$ cat config.mk
export PLATFORM = sky130hd
export DESIGN_NAME = tfc_ctrl_regs
export DESIGN_NICKNAME = d
export VERILOG_FILES = /design/src/rtl/tfc_pkg.sv /design/src/rtl/tfc_srst_qual.sv /design/src/rtl/tfc_devctl.sv /design/src/rtl/tfc_dataport.sv /design/src/rtl/tfc_ctrl_regs.sv
export SDC_FILE = /design/constraint.sdc
export NUM_CORES = 1
export LEC_CHECK = 0
export CORE_ASPECT_RATIO = 1.1
export CORE_UTILIZATION = 39
export CTS_CLUSTER_DIAMETER = 50
export DETAILED_ROUTE_END_ITERATION = 10
export PLACE_DENSITY = 0.92
export SLEW_MARGIN = 30
export SYNTH_ARGS = -nofsm -noshare
export SYNTH_HDL_FRONTEND = slang
export SYNTH_SLANG_ARGS = --single-unit
$ cat constraint.sdc
create_clock -name clk -period 3.8 [get_ports clk]
set_clock_uncertainty 0.05 [all_clocks]
set_input_delay 1.14 -clock clk [delete_from_list [all_inputs] [get_ports clk]]
set_output_delay 1.14 -clock clk [all_outputs]
set_load 0.005 [all_outputs]
$ cat src/rtl/tfc_pkg.sv
package tfc_pkg;
  // Register addresses inside each block.
  localparam logic [2:0] DATA_ADDR   = 3'd0;
  localparam logic [2:0] DEVCTL_ADDR = 3'd6;
  localparam logic [2:0] DRVADR_ADDR = 3'd7;

  // Device control bit positions (decoded by host software).
  localparam int unsigned SRST_BIT = 2;
  localparam int unsigned NIEN_BIT = 1;

  localparam int unsigned HEAD_W = 4;
  localparam int unsigned DSEL_W = 2;

  typedef struct packed {
    logic srst;   // soft-reset request
    logic nien;   // interrupt disable (active-low enable)
  } devctl_t;
endpackage

$ cat src/rtl/tfc_srst_qual.sv
module tfc_srst_qual #(
  parameter int unsigned HOLD_CYC = 1000
) (
  input  logic clk,
  input  logic rst_n,
  input  logic srst_bit_i,
  output logic core_srst_o
);
  localparam int unsigned CNT_W = $clog2(HOLD_CYC + 1);
  localparam logic [CNT_W-1:0] CNT_MAX = CNT_W'(HOLD_CYC);

  logic [CNT_W-1:0] cnt_q;

  always_ff @(posedge clk or negedge rst_n) begin
    if (!rst_n)                cnt_q <= '0;
    else if (!srst_bit_i)      cnt_q <= '0;
    else if (cnt_q != CNT_MAX) cnt_q <= cnt_q + 1'b1;
  end

  assign core_srst_o = srst_bit_i && (cnt_q == CNT_MAX);


  srst_held_chk: assert property (@(posedge clk) disable iff (!rst_n)
    (core_srst_o && srst_bit_i) |=> (core_srst_o || !srst_bit_i));


  srst_rise_needs_req_chk: assert property (@(posedge clk) disable iff (!rst_n)
    $rose(core_srst_o) |-> $past(srst_bit_i));
endmodule

$ cat src/rtl/tfc_devctl.sv
module tfc_devctl
  import tfc_pkg::*;
(
  input  logic       clk,
  input  logic       rst_n,
  input  logic       wr_en,
  input  logic [7:0] wdata,
  input  logic       soft_rst,
  input  logic       core_irq,
  input  logic       dev_sel,
  output devctl_t    regs_o,
  output logic       host_irq_o
);
  devctl_t regs_q;
  logic    irq_q;

  always_ff @(posedge clk or negedge rst_n) begin
    if (!rst_n) begin
      regs_q <= '0;
    end else if (wr_en) begin
      regs_q.srst <= wdata[SRST_BIT];
      regs_q.nien <= wdata[NIEN_BIT];
    end
  end

  always_ff @(posedge clk or negedge rst_n) begin
    if (!rst_n) irq_q <= 1'b0;
    else        irq_q <= core_irq && !regs_q.nien && dev_sel && !soft_rst;
  end

  assign regs_o     = regs_q;
  assign host_irq_o = irq_q;


  irq_gated_chk: assert property (@(posedge clk) disable iff (!rst_n)
    host_irq_o |-> $past(dev_sel && core_irq));


  irq_quiet_in_srst_chk: assert property (@(posedge clk) disable iff (!rst_n)
    soft_rst |=> !host_irq_o);
endmodule

$ cat src/rtl/tfc_dataport.sv
module tfc_dataport #(
  parameter int unsigned DATA_W = 16,
  parameter int unsigned PTR_W  = 8
) (
  input  logic              clk,
  input  logic              rst_n,
  input  logic              soft_rst,
  input  logic              drq_i,
  input  logic              ecc_i,
  input  logic              rd_sel,
  input  logic              wr_sel,
  input  logic [DATA_W-1:0] hwdata,
  output logic [DATA_W-1:0] rd_word_o,
  input  logic              buf_rd_valid,
  output logic              buf_rd_ready,
  input  logic [DATA_W-1:0] buf_rd_data,
  output logic              buf_wr_valid,
  input  logic              buf_wr_ready,
  output logic [DATA_W-1:0] buf_wr_data,
  output logic [PTR_W-1:0]  ptr_o
);
  localparam int unsigned HI_W = DATA_W - 8;

  logic              drq_eff, rd_go, wr_go;
  logic              pend_q;
  logic [DATA_W-1:0] wdat_q;
  logic [PTR_W-1:0]  ptr_q;

  assign drq_eff = drq_i && !soft_rst;
  assign rd_go   = rd_sel && drq_eff && buf_rd_valid;
  assign wr_go   = wr_sel && drq_eff && !pend_q;

  always_comb begin
    rd_word_o = '0;
    if (rd_go) rd_word_o = ecc_i ? {{HI_W{1'b0}}, buf_rd_data[7:0]} : buf_rd_data;
  end

  always_ff @(posedge clk or negedge rst_n) begin
    if (!rst_n) begin
      pend_q <= 1'b0;
      wdat_q <= '0;
    end else if (soft_rst) begin
      pend_q <= 1'b0;
    end else if (wr_go) begin
      pend_q <= 1'b1;
      wdat_q <= ecc_i ? {{HI_W{1'b0}}, hwdata[7:0]} : hwdata;
    end else if (pend_q && buf_wr_ready) begin
      pend_q <= 1'b0;
    end
  end

  always_ff @(posedge clk or negedge rst_n) begin
    if (!rst_n)              ptr_q <= '0;
    else if (soft_rst)       ptr_q <= '0;
    else if (rd_go || wr_go) ptr_q <= ptr_q + 1'b1;
  end

  assign buf_rd_ready = rd_go;
  assign buf_wr_valid = pend_q;
  assign buf_wr_data  = wdat_q;
  assign ptr_o        = ptr_q;


  wr_hold_chk: assert property (@(posedge clk) disable iff (!rst_n)
    (buf_wr_valid && !buf_wr_ready && !soft_rst) |=> (buf_wr_valid && $stable(buf_wr_data)));


  ptr_idle_chk: assert property (@(posedge clk) disable iff (!rst_n)
    (!drq_i && !soft_rst) |=> $stable(ptr_o));


  srst_flush_chk: assert property (@(posedge clk) disable iff (!rst_n)
    soft_rst |=> (ptr_o == '0 && !buf_wr_valid));
endmodule

$ cat src/rtl/tfc_ctrl_regs.sv
module tfc_ctrl_regs
  import tfc_pkg::*;
#(
  parameter int unsigned DATA_W    = 16,
  parameter int unsigned BLK_WORDS = 256,
  parameter int unsigned CLK_HZ    = 200_000_000,
  parameter int unsigned SRST_NS   = 5000,
  localparam int unsigned PTR_W    = $clog2(BLK_WORDS)
) (
  input  logic              clk,
  input  logic              rst_n,
  input  logic              cs_cmd,
  input  logic              cs_ctl,
  input  logic [2:0]        haddr,
  input  logic              hrd,
  input  logic              hwr,
  input  logic [DATA_W-1:0] hwdata,
  output logic [DATA_W-1:0] hrdata,
  output logic [DATA_W-1:0] hrdata_oe,
  input  logic              core_irq,
  input  logic              dev_sel,
  output logic              host_irq,
  output logic              core_srst,
  input  logic              core_drq,
  input  logic              ecc_mode,
  input  logic [3:0]        head,
  input  logic [1:0]        drive_sel,
  input  logic              wr_busy,
  input  logic              buf_rd_valid,
  output logic              buf_rd_ready,
  input  logic [DATA_W-1:0] buf_rd_data,
  output logic              buf_wr_valid,
  input  logic              buf_wr_ready,
  output logic [DATA_W-1:0] buf_wr_data,
  output logic [PTR_W-1:0]  buf_ptr
);
  localparam longint unsigned HOLD_L =
    ((longint'(CLK_HZ) / 1_000_000) * longint'(SRST_NS) + 999) / 1000;
  localparam int unsigned HOLD_CYC = (HOLD_L == 0) ? 1 : int'(HOLD_L);

  logic              data_hit, dc_wr, dc_rd, da_rd;
  logic [DATA_W-1:0] port_word;
  devctl_t           dc;

  assign data_hit = cs_cmd && (haddr == DATA_ADDR);
  assign dc_wr    = cs_ctl && !cs_cmd && hwr && (haddr == DEVCTL_ADDR);
  assign dc_rd    = cs_ctl && !cs_cmd && hrd && (haddr == DEVCTL_ADDR);
  assign da_rd    = cs_ctl && !cs_cmd && hrd && (haddr == DRVADR_ADDR);

  tfc_devctl u_devctl (
    .clk        (clk),
    .rst_n      (rst_n),
    .wr_en      (dc_wr),
    .wdata      (hwdata[7:0]),
    .soft_rst   (core_srst),
    .core_irq   (core_irq),
    .dev_sel    (dev_sel),
    .regs_o     (dc),
    .host_irq_o (host_irq)
  );

  tfc_srst_qual #(.HOLD_CYC(HOLD_CYC)) u_srst (
    .clk         (clk),
    .rst_n       (rst_n),
    .srst_bit_i  (dc.srst),
    .core_srst_o (core_srst)
  );

  tfc_dataport #(.DATA_W(DATA_W), .PTR_W(PTR_W)) u_data (
    .clk          (clk),
    .rst_n        (rst_n),
    .soft_rst     (core_srst),
    .drq_i        (core_drq),
    .ecc_i        (ecc_mode),
    .rd_sel       (data_hit && hrd),
    .wr_sel       (data_hit && hwr),
    .hwdata       (hwdata),
    .rd_word_o    (port_word),
    .buf_rd_valid (buf_rd_valid),
    .buf_rd_ready (buf_rd_ready),
    .buf_rd_data  (buf_rd_data),
    .buf_wr_valid (buf_wr_valid),
    .buf_wr_ready (buf_wr_ready),
    .buf_wr_data  (buf_wr_data),
    .ptr_o        (buf_ptr)
  );

  always_comb begin
    hrdata    = '0;
    hrdata_oe = '0;
    if (data_hit && hrd) begin
      hrdata    = port_word;
      hrdata_oe = ecc_mode ? DATA_W'(8'hFF) : '1;
    end else if (dc_rd) begin
      hrdata    = DATA_W'({4'b0000, 1'b1, dc.srst, dc.nien, 1'b0});
      hrdata_oe = DATA_W'(8'hFF);
    end else if (da_rd) begin
      hrdata    = DATA_W'({1'b0, ~wr_busy, ~head, ~drive_sel});
      hrdata_oe = DATA_W'(8'h7F);
    end
  end


  drvadr_top_undriven_chk: assert property (@(posedge clk) disable iff (!rst_n)
    da_rd |-> !hrdata_oe[7]);
endmodule

==> flow_summary.ini <==
[route]
num_vias = 1963
totalWireLength_um = 5760
drc = 0
drt-pass1-iter-count = 4
first_iter_violations = 83
via_per_inst = 4.97
ant_nets = 0
wl_per_cell_um = 14.6

[floorplanning]
die-area_sq_um = 5730
die_w_um = 72.3
die_h_um = 79.3
coreArea_sq_um = 5100
initial_utilization_pct = 41.5
core.rowCount = 27
num_io_pins = 114

[global_routing]
grt_usage_pct = 20.9
overflow = 0
antenna_found_initial = 0
grt_max_degree = 39
grt_pass1_vias = 1950
grt_pass1_wl_um = 9000

[power_and_ir_drop]
power.leakage_uw = 0.00157
peakVddDrop_mv = 0.245
p_per_area_nw_per_um2 = 335

[synth]
synth-xor-area-share_pct = 3.72
syn_avg_cell_area_sq_um = 10.6
synth-simple-area-share_pct = 22.6
async_flop_share_pct = 100
synthFlopType = dfrtp_1
synth_cell_types = 39
synthMuxAreaShare_pct = 10.5
synth_top_family_by_area = simple AND/OR/NAND/NOR gates
yosysTopAreaCellShare_pct = 44.9
syn_area_sq_um = 2120
ys_top_cells_by_area = dfrtp_1 (45%), mux2_2 (9.0%), buf_4 (5.0%)
synth-edff-count = 0
synthCells = 200
synth-compound-area-share_pct = 9.75
yosys_warnings = 0
ys_seq_area_share_pct = 44.9
synthAdderAreaFrac_pct = 1.77
synth.net_count = 257
synth-seq-cells = 38
synth_top_area_cell = dfrtp_1

[critical_path]
crit_arrival_ns = 2.52
path_class = input pin to output port
critPathMaxFanout = 7
required_ns = 2.61
r2r_slack_ns = 1.65
crit_path_start_kind = input pin
end_kind = output port

[sta]
hold_violations = 0
report.final.slew_viol_count = 0
fin_crit_ns = 3.71
relSlewSlack_pct = 68.0
timing.hold.ws_ns = 0.419
rsz0062_at_grt = no
tightestPinTransition_ns = 0.481
layout_setup_ws_ns = 0.0900
fin_crit_sh_pct = 97.6
fmax_mhz = 270
setup_violations = 0

[clocking]
cts_hold_buffers = 0
clkTransAtPathRegs_ns = 0.08
clock-root-buffer = clkbuf_8
h-tree-depth = 2
clk_latency_ns = 0.29
cts_buffers = 5
ctsLongestPathBuffers = 2
cts_tree = built
clock-sinks = 38

[worst_hold_path]
hp-class = flop to flop

[placed_design]
hpwl_um = 4480
place_area_sq_um = 3300
globalplace.congestion = 0.770
place_ws_ns = -0.535
io_buffers = 113

[cells_and_area]
final_nets = 379
postLayoutCellArea_sq_um = 3410
multiInputGateArea_sq_um = 1050
seq_area_sq_um = 951
syn2layout_area_growth_pct = 61.1
fillers = 423
antennaDiodeCount = 0
drive_gt1_share_pct = 21.1

[job]
maxCapViolations = 0

[status]
outcome = completed
final cells by class:
type | count | share of cell area (%)
clock buffers | 5 | 2.02
clock inverters | 3 | 1.17
inverters | 5 | 0.550
multi-input cells | 140 | 30.7
flip-flops and latches | 38 | 27.9
well taps | 72 | 2.64
repair buffers | 132 | 35.0
what timing repair did:
item,CTS,global route
buffers inserted,8,1
setup endpoints to repair,33,7
pin swaps,4,3
hold endpoints to repair,0,0
resized for setup,58,11
cloned,0,0
power breakdown:
group | switching, uW | internal [uW]
sequential | 52.5 | 462
clock | 143 | 193
combinational | 110 | 183
total | 305 | 838
synth_stat cells (3+ instances only):
cell type  number
o2bb2ai_1       6
ha_1            3
xor2_1          4
mux2i_1         3
xnor2_1         5
nor2b_1        10
buf_4          14
nand2_1        14
mux2_2         17
and2_1         10
o21ai_0         7
or3_1           4
nand3_1         9
nor3_1          5
nor2_1         12
dfrtp_1        38
a21oi_1         8
inv_1           5
metrics by stage:
stage | power, uW | std cells | setup TNS [ns] | utilization, %
floorplan | 627 | 200 | 0 | -
global placement | 804 | 380 | -13.32 | 64.7
detailed placement | 818 | 380 | -14.11 | 64.7
CTS | 1160 | 396 | -0.00348 | 67.1
global route | 1200 | 395 | 0 | 66.8
finish | 1140 | 395 | 0 | 66.8
placed cells by master, fill, tap and decap left out, types with 5 or more instances in the layout:
master,instances
clkbuf_2,5
nand2_1,10
nor2b_1,10
nor3_1,5
inv_1,5
clkbuf_8,5
dlygate4sd2_1,28
o21ai_0,7
a21oi_1,7
o2bb2ai_1,6
dfrtp_1,38
and2_1,10
clkdlybuf4s50_1,72
nand3_1,9
xnor2_1,5
nor2_1,12
buf_4,21
mux2_2,17
final timing paths:
path,cells after the start,end,startpoint
worst max-delay path,9,hrdata[14],haddr[1]
worst min-delay path,1,u_devctl.host_irq_o,u_devctl.regs_o[0]
worst max register to register,8,u_data.buf_wr_data[15],u_srst.cnt_q[0]
worst min register to register,1,u_devctl.host_irq_o,u_devctl.regs_o[0]
max in group asynchronous,1,u_data.ptr_o[7],rst_n
min in group asynchronous,1,u_data.buf_wr_valid,rst_n
flip-flops by register name (all words and copies together), names as in the netlist:
name,flops
u_data.buf_wr_data,16
u_data.ptr_o,8
u_srst.cnt_q,10
u_data.buf_wr_valid,1
u_devctl.host_irq_o,1
u_devctl.regs_o,2
critical path: stages:
cell	delay [ns]
buf_2	0.13
nor4b_4	0.31
nand2_2	0.13
nor4_4	0.22
buf_4	0.18
buf_4	0.11
buf_4	0.09
and2_1	0.11
clkbuf_2	0.10
metal layers:
metal / wire length, um / up-vias / share of wire, % / track usage (%)
li1: - / 929 / - / -
met1: 2230 / 949 / 39 / 23.7
met2: 3020 / 76 / 52 / 37.7
met3: 383 / 9 / 6.7 / 4.19
met4: 121 / 0 / 2.1 / 8.82
met5: 0 / - / 0 / 0
logic make-up after synthesis:
logic type | after synthesis
flops | 38
xor+xnor | 9
simple gates | 80
compound gates | 28
buf+inv | 22
fa+ha+maj | 3
mux | 20
(Power assumes the default switching activity.)
